===== config.mk =====
export PLATFORM = sky130hd
export DESIGN_NAME = mdio_initiator
export DESIGN_NICKNAME = d
export VERILOG_FILES = /design/src/rtl/mdio_pkg.sv /design/src/rtl/mdio_clkgen.sv /design/src/rtl/mdio_role.sv /design/src/rtl/mdio_seq.sv /design/src/rtl/mdio_initiator.sv
export SDC_FILE = /design/constraint.sdc
export NUM_CORES = 1
export LEC_CHECK = 0
export BUFFER_PORTS_ARGS = -buffer_cell sky130_fd_sc_hd__buf_4
export CORE_MARGIN = 1.5
export CORE_UTILIZATION = 40
export DETAILED_ROUTE_END_ITERATION = 8
export PLACE_DENSITY_LB_ADDON = 0.15
export SYNTH_ARGS = -nofsm -noshare
export SYNTH_HDL_FRONTEND = slang
export SYNTH_SLANG_ARGS = --single-unit

===== constraint.sdc =====
create_clock -name clk -period 2.6 [get_ports clk]
set_input_delay 0.13 -clock clk [delete_from_list [all_inputs] [get_ports clk]]
set_output_delay 0.13 -clock clk [all_outputs]
set_load 0.02 [all_outputs]

===== src/rtl/mdio_pkg.sv =====
// Shared types for the serial management initiator.
// Assumes frame fields are packed MSB first in the order they go on the wire.
package mdio_pkg;

    localparam int FRAME_BITS = 32;   // start..data, excluding preamble
    localparam int DRIVEN_HEAD = 14;  // start, opcode, two addresses

    typedef struct packed {
        logic        write;
        logic [4:0]  phy;
        logic [4:0]  regad;
        logic [15:0] wdata;
    } mdio_req_t;

    // Build the 32-bit frame word, first bit to transmit in bit 31.
    function automatic logic [FRAME_BITS-1:0] frame_word(input mdio_req_t r);
        return {2'b01,
                r.write ? 2'b01 : 2'b10,
                r.phy,
                r.regad,
                r.write ? 2'b10 : 2'b00,
                r.write ? r.wdata : 16'h0000};
    endfunction

endpackage


===== src/rtl/mdio_clkgen.sv =====
// Management clock generator.
// Divides clk by 2*CLK_DIV while en is high and holds mdc low otherwise.
// rise_evt/fall_evt flag the system cycle whose edge moves mdc up/down.
// Assumes CLK_DIV >= 2.
module mdio_clkgen #(
    parameter int CLK_DIV = 20
) (
    input  logic clk,
    input  logic rst_n,
    input  logic en,
    output logic mdc,
    output logic rise_evt,
    output logic fall_evt
);
    localparam int CNT_W = (CLK_DIV > 1) ? $clog2(CLK_DIV) : 1;
    localparam logic [CNT_W-1:0] LAST = CNT_W'(CLK_DIV - 1);

    logic [CNT_W-1:0] cnt_q;
    logic             wrap;

    assign wrap     = en && (cnt_q == LAST);
    assign rise_evt = wrap && !mdc;
    assign fall_evt = wrap && mdc;

    // Half-period counter and clock toggle.
    always_ff @(posedge clk) begin
        if (!rst_n || !en) begin
            cnt_q <= '0;
            mdc   <= 1'b0;
        end else if (wrap) begin
            cnt_q <= '0;
            mdc   <= ~mdc;
        end else begin
            cnt_q <= cnt_q + 1'b1;
        end
    end

endmodule


===== src/rtl/mdio_role.sv =====
// Role strap capture and post-reset access request.
// Captures the strap while reset is low; an initiator raises boot_pending
// until the sequencer takes the automatic read.
module mdio_role (
    input  logic clk,
    input  logic rst_n,
    input  logic strap,
    input  logic boot_taken,
    output logic is_init,
    output logic boot_pending
);
    // Latch role during reset, clear pending once taken.
    always_ff @(posedge clk) begin
        if (!rst_n) begin
            is_init      <= strap;
            boot_pending <= strap;
        end else if (boot_taken) begin
            boot_pending <= 1'b0;
        end
    end

endmodule


===== src/rtl/mdio_seq.sv =====
// Frame sequencer.
// Loads a request when idle, drives one bit per mdc fall (preamble then
// frame word), releases the line on read turnaround/data, samples read
// bits on mdc rise, and pulses done on the fall after the last bit.
// Assumes rise_evt/fall_evt alternate and are single-cycle.
module mdio_seq
    import mdio_pkg::*;
#(
    parameter int PRE_LEN = 32
) (
    input  logic        clk,
    input  logic        rst_n,
    input  logic        start,
    input  mdio_req_t   req,
    input  logic        rise_evt,
    input  logic        fall_evt,
    input  logic        mdio_i,
    output logic        busy,
    output logic        done,
    output logic [15:0] rd_data,
    output logic        mdio_o,
    output logic        mdio_oe
);
    localparam int TOTAL = PRE_LEN + FRAME_BITS;
    localparam int IDX_W = $clog2(TOTAL + 1);
    localparam logic [IDX_W-1:0] IDX_END   = IDX_W'(TOTAL);
    localparam logic [IDX_W-1:0] IDX_FRAME = IDX_W'(PRE_LEN);
    localparam logic [IDX_W-1:0] IDX_REL   = IDX_W'(PRE_LEN + DRIVEN_HEAD);
    localparam logic [IDX_W-1:0] IDX_SAMP  = IDX_W'(PRE_LEN + 17);

    logic [IDX_W-1:0]      idx_q;     // bits already placed on the line
    logic [FRAME_BITS-1:0] frame_q;
    logic                  is_rd_q;
    logic [15:0]           shift_q;

    // Frame state, line drive and completion.
    always_ff @(posedge clk) begin
        if (!rst_n) begin
            busy    <= 1'b0;
            done    <= 1'b0;
            idx_q   <= '0;
            frame_q <= '0;
            is_rd_q <= 1'b0;
            rd_data <= '0;
            mdio_o  <= 1'b1;
            mdio_oe <= 1'b0;
        end else begin
            done <= 1'b0;
            if (!busy) begin
                if (start) begin
                    busy    <= 1'b1;
                    idx_q   <= '0;
                    frame_q <= frame_word(req);
                    is_rd_q <= !req.write;
                end
            end else if (fall_evt) begin
                if (idx_q == IDX_END) begin
                    busy    <= 1'b0;
                    done    <= 1'b1;
                    mdio_oe <= 1'b0;
                    mdio_o  <= 1'b1;
                    if (is_rd_q) rd_data <= shift_q;
                end else begin
                    mdio_oe <= !(is_rd_q && (idx_q >= IDX_REL));
                    if (idx_q < IDX_FRAME) begin
                        mdio_o <= 1'b1;
                    end else begin
                        mdio_o  <= frame_q[FRAME_BITS-1];
                        frame_q <= frame_q << 1;
                    end
                    idx_q <= idx_q + 1'b1;
                end
            end
        end
    end

    // Read data capture on mdc rise during the data field.
    always_ff @(posedge clk) begin
        if (!rst_n) begin
            shift_q <= '0;
        end else if (busy && is_rd_q && rise_evt && idx_q >= IDX_SAMP) begin
            shift_q <= {shift_q[14:0], mdio_i};
        end
    end

endmodule


===== src/rtl/mdio_initiator.sv =====
// Serial management bus initiator, top level.
// Selects between the post-reset read and user requests, gates the whole
// engine off in listener role. Pad tristate is external.
module mdio_initiator
    import mdio_pkg::*;
#(
    parameter int         CLK_DIV  = 20,
    parameter int         PRE_LEN  = 32,
    parameter logic [4:0] BOOT_PHY = 5'd0,
    parameter logic [4:0] BOOT_REG = 5'd1
) (
    input  logic        clk,
    input  logic        rst_n,
    input  logic        strap_initiator,
    input  logic        req_valid,
    input  logic        req_write,
    input  logic [4:0]  req_phy,
    input  logic [4:0]  req_reg,
    input  logic [15:0] req_wdata,
    output logic        busy,
    output logic        done,
    output logic [15:0] rd_data,
    output logic        mdc,
    output logic        mdio_o,
    output logic        mdio_oe,
    input  logic        mdio_i
);
    logic      is_init;
    logic      boot_pending;
    logic      start;
    logic      rise_evt;
    logic      fall_evt;
    mdio_req_t sel_req;

    assign start = is_init && !busy && (boot_pending || req_valid);

    // Request source select: post-reset read wins.
    always_comb begin
        if (boot_pending) begin
            sel_req = '{write: 1'b0, phy: BOOT_PHY, regad: BOOT_REG, wdata: 16'h0000};
        end else begin
            sel_req = '{write: req_write, phy: req_phy, regad: req_reg, wdata: req_wdata};
        end
    end

    mdio_role u_role (
        .clk          (clk),
        .rst_n        (rst_n),
        .strap        (strap_initiator),
        .boot_taken   (start && boot_pending),
        .is_init      (is_init),
        .boot_pending (boot_pending)
    );

    mdio_clkgen #(.CLK_DIV(CLK_DIV)) u_clk (
        .clk      (clk),
        .rst_n    (rst_n),
        .en       (is_init),
        .mdc      (mdc),
        .rise_evt (rise_evt),
        .fall_evt (fall_evt)
    );

    mdio_seq #(.PRE_LEN(PRE_LEN)) u_seq (
        .clk      (clk),
        .rst_n    (rst_n),
        .start    (start),
        .req      (sel_req),
        .rise_evt (rise_evt),
        .fall_evt (fall_evt),
        .mdio_i   (mdio_i),
        .busy     (busy),
        .done     (done),
        .rd_data  (rd_data),
        .mdio_o   (mdio_o),
        .mdio_oe  (mdio_oe)
    );

endmodule


==> metrics.md <==
| Metric | Value |
|---|---|
| Core area | `~8600 um2` |
| DR DRC count | `0` |
| Maximum VDD drop | `311 uV` |
| Comb pwr share | `approximately 7%` |
| Worst hold margin | `0.0435 ns` |
| Final Non-Filler Cells | `512` |
| Final Critical Period | `2.20 ns` |
| Post-synth net total | `389` |
| I/O pin total | `53` |
| Row Count | `34` |
| Seq cells post-synth | `84` |
| Crit share post-route | `84.6%` |
| Final instance area | `4210 um2` |
| Area Overhead vs Synth | `19.7%` |
| Starting Density | `about two fifths` |
| CP Cell Sequence | `ha_1 > or4b_1 > o21ai_0 > o221ai_1` |
| Pwr dens | `596 nW/um2` |
| Root buf cell | `clkbuf_8` |
| Clock Sink Count | `84` |
| ANT nets after route | `0` |
| Post-DP Area | `3980 um2` |
| Height of the die | `96.8 um` |
| H-tree Lvls | `3` |
| Top delay family on crit path | `compound AO/OA/AOI/OAI gates` |
| F_max | `455 MHz` |
| Mean Syn Cell Area | `between 9 and 10 um2` |
| Reg area | `1700 um2` |
| Final nets | `437` |
| Synth unique cells | `53` |
| Pre-CTS setup slack | `0.422 ns` |
| Power, Total | `2.51 mW` |
| Most frequent cell after synthesis | `dfxtp_1` |
| WL/cell | `14.4 um` |
| Die Width | `96.8 um` |
| CP endpoint kind | `flop` |
| GRT Total Usage | `between 10% and 20%` |
| Gpl congestion | `0.819` |
| Ys flop type | `dfxtp_1` |
| CP max stage delay | `0.65 ns` |
| CTS clock-pin slew for the worst setup and hold paths | `0.08 ns` |
| Hpwl dp | `approximately 4800 um` |
| Slowest-stage cell, CP | `or4b_1` |
| Power share of the sequential group | `52.6%` |
| Status | `completed` |
| Share of cells above drive strength 1 | `20.8%` |
| Internal power | `1.94 mW` |
| Setup violators final | `0` |
| Via count | `2770` |
| CTS tree | `yes` |
| Final wirelength | `7360 um` |
| Num CTS Buffers | `9` |
| Vias per cell | `roughly 5.4` |
| Global route overflow | `0` |
| Mapped Area | `3520 um2` |
| Port Buffer Count | `52` |
| First-iteration detailed-routing DRC count | `108` |
| Antenna diodes | `0` |
| TNS Setup | `0 ns` |
| Final hold vios | `0` |
| Number of synthesis warnings | `0` |
| Multi-input logic area | `1660 um2` |
| Leak Pwr | `1.76 nW` |
| Post-synth EDFFs | `2` |
| Arrival @ worst endpoint | `around 2.4 ns` |
| Synth top area share | `46.6%` |
| Setup slack after layout | `0.401 ns` |
| Worst Max-Slew Pin Slew | `0.702 ns` |
| Worst skew pair latency | `0.35 ns` |
| Final Util | `around half` |
| First-pass GRT wire length | `12500 um` |
| Clock power share | `40.5%` |
| Synth area leaders | `dfxtp_1 47%, mux2i_1 11%, o2bb2ai_1 6.2%, nand2_1 5.2%, a22oi_1 4.7%` |
| Filler cells | `between 800 and 900` |
| Unrepaired setup endpoints after global routing | `no` |
| Buffers & Inverters on Critical Path | `0` |
| Critical path launch point type | `flop` |
| Syn Inst Count | `352` |
| Largest net degree at the start of global routing | `41` |
| Yosys top cell by area | `dfxtp_1` |
| Commonest cells post-synth | `82 x dfxtp_1, 49 x nand2_1, 38 x mux2i_1` |
| Critical Setup Path Class | `flop to flop` |
| Worst rel slew slack | `52.6%` |
| Vias in the first global route | `2615` |
| Clock skew | `around 0.011 ns` |
| Worst EP required | `between 2 and 3 ns` |
| Setup Buffers After CTS | `0` |
| DRT Pass-1 Iters | `4` |
| Worst-path maximum fanout | `10` |
| Fraction of registers with async set/reset | `0%` |
| Hold/Removal Path Class | `primary input to flop` |
| Max Cap Viol | `0` |
| Switch share | `22.6%` |
| Fin. max-slew vios | `0` |
| Max Root-Sink Buffers | `2` |
| Switching pwr | `0.567 mW` |
| Antenna violations before repair | `0` |
| Dpl cells | `495` |
| Die area | `9370 um2` |
| Register area share after synthesis | `48.3%` |
## power groups by stage
stage | registers, mW | clock network, mW | logic, mW
2_1_floorplan | 1.35 | 0 | 0.105
3_3_place_gp | 1.35 | 0 | 0.174
3_5_place_dp | 1.35 | 0 | 0.174
4_1_cts | 1.32 | 1.04 | 0.177
5_1_grt | 1.32 | 1.10 | 0.193
6_report | 1.32 | 1.02 | 0.174
## cells by family (layout without fill, tap and decap cells)
family	count (synthesis)	count (layout)	synth area share, %
xor gates and xnor gates	4	4	0.996
muxes	39	39	11.1
adders and majority gates	5	5	1.78
buffers and inverters	34	86	4.55
DFF	84	84	48.3
AOI/OAI and AO/OA	82	82	17.6
and+or+nand+nor	104	104	15.6
## cell usage in the layout, fill, tap and decap left out, types with 3 or more instances in the layout
cell type  instances
inv_1              9
nand3_1           11
ha_1               5
dfxtp_1           82
a21oi_1            8
o2bb2ai_1         25
or3_1              4
o221ai_1           4
clkbuf_8          10
xor2_1             3
nor2b_1            3
a22oi_1           22
buf_4             60
nand4_1            3
nand2_1           49
o211ai_1           3
mux2i_1           38
o21ai_0            8
nor2_1            12
## final timing paths
kind / from / endpoint / slack (ns) / depth (start not counted)
worst max-delay path: u_clk.cnt_q[0]$_SDFF_PP0_ / u_seq.idx_q[3]$_SDFFE_PN0P_ / 0.40 / 4
worst min register to register: u_clk.cnt_q[0]$_SDFF_PP0_ / u_clk.cnt_q[0]$_SDFF_PP0_ / 0.46 / 1
worst max register to register: u_clk.cnt_q[0]$_SDFF_PP0_ / u_seq.idx_q[3]$_SDFFE_PN0P_ / 0.40 / 4
worst min-delay path: mdio_i / u_seq.shift_q[0]$_SDFFE_PN0P_ / 0.04 / 3
## layout make-up
class | count | area share, %
Clock buffer | 11 | 3.36
Inverter | 9 | 0.802
Timing Repair Buffer | 62 | 11.2
Tap cell | 108 | 3.21
Sequential cell | 84 | 40.4
Multi-Input combinational cell | 234 | 39.3
Clock inverter | 4 | 1.75
## layer usage
layer / share of wire (%) / wire length (um) / GRT usage (%) / vias up
met1: 50 / 3700 / 21.9 / 1319
met4: 1.2 / 85 / 6.13 / 0
met2: 45 / 3310 / 25.5 / 57
met3: 3.7 / 270 / 3.83 / 9
li1: - / - / - / 1385
met5: 0 / 0 / 0 / -
## registers in the layout, indices dropped and copies added (netlist names)
| signal | cells |
|---|---|
| u_clk.cnt_q | 5 |
| u_clk.mdc | 1 |
| u_role.boot_pending | 1 |
| u_role.is_init | 1 |
| u_seq.busy | 1 |
| u_seq.done | 1 |
| u_seq.frame_q | 32 |
| u_seq.idx_q | 7 |
| u_seq.is_rd_q | 1 |
| u_seq.mdio_o | 1 |
| u_seq.mdio_oe | 1 |
| u_seq.rd_data | 16 |
| u_seq.shift_q | 16 |
## worst register-to-register path, cell delays in order, from the launching register on
cell and delay, ns:
dfxtp_1 0.36, ha_1 0.23, or4b_1 0.65, o21ai_0 0.60, o221ai_1 0.21
## repair_timing
action | CTS | global route
resized for setup | 0 | 0
endpoints found under the hold margin | 2 | 0
setup endpoints to repair | 0 | 0
hold buffers | 2 | 0
No activity file was read; power rests on OpenSTA's default activity.
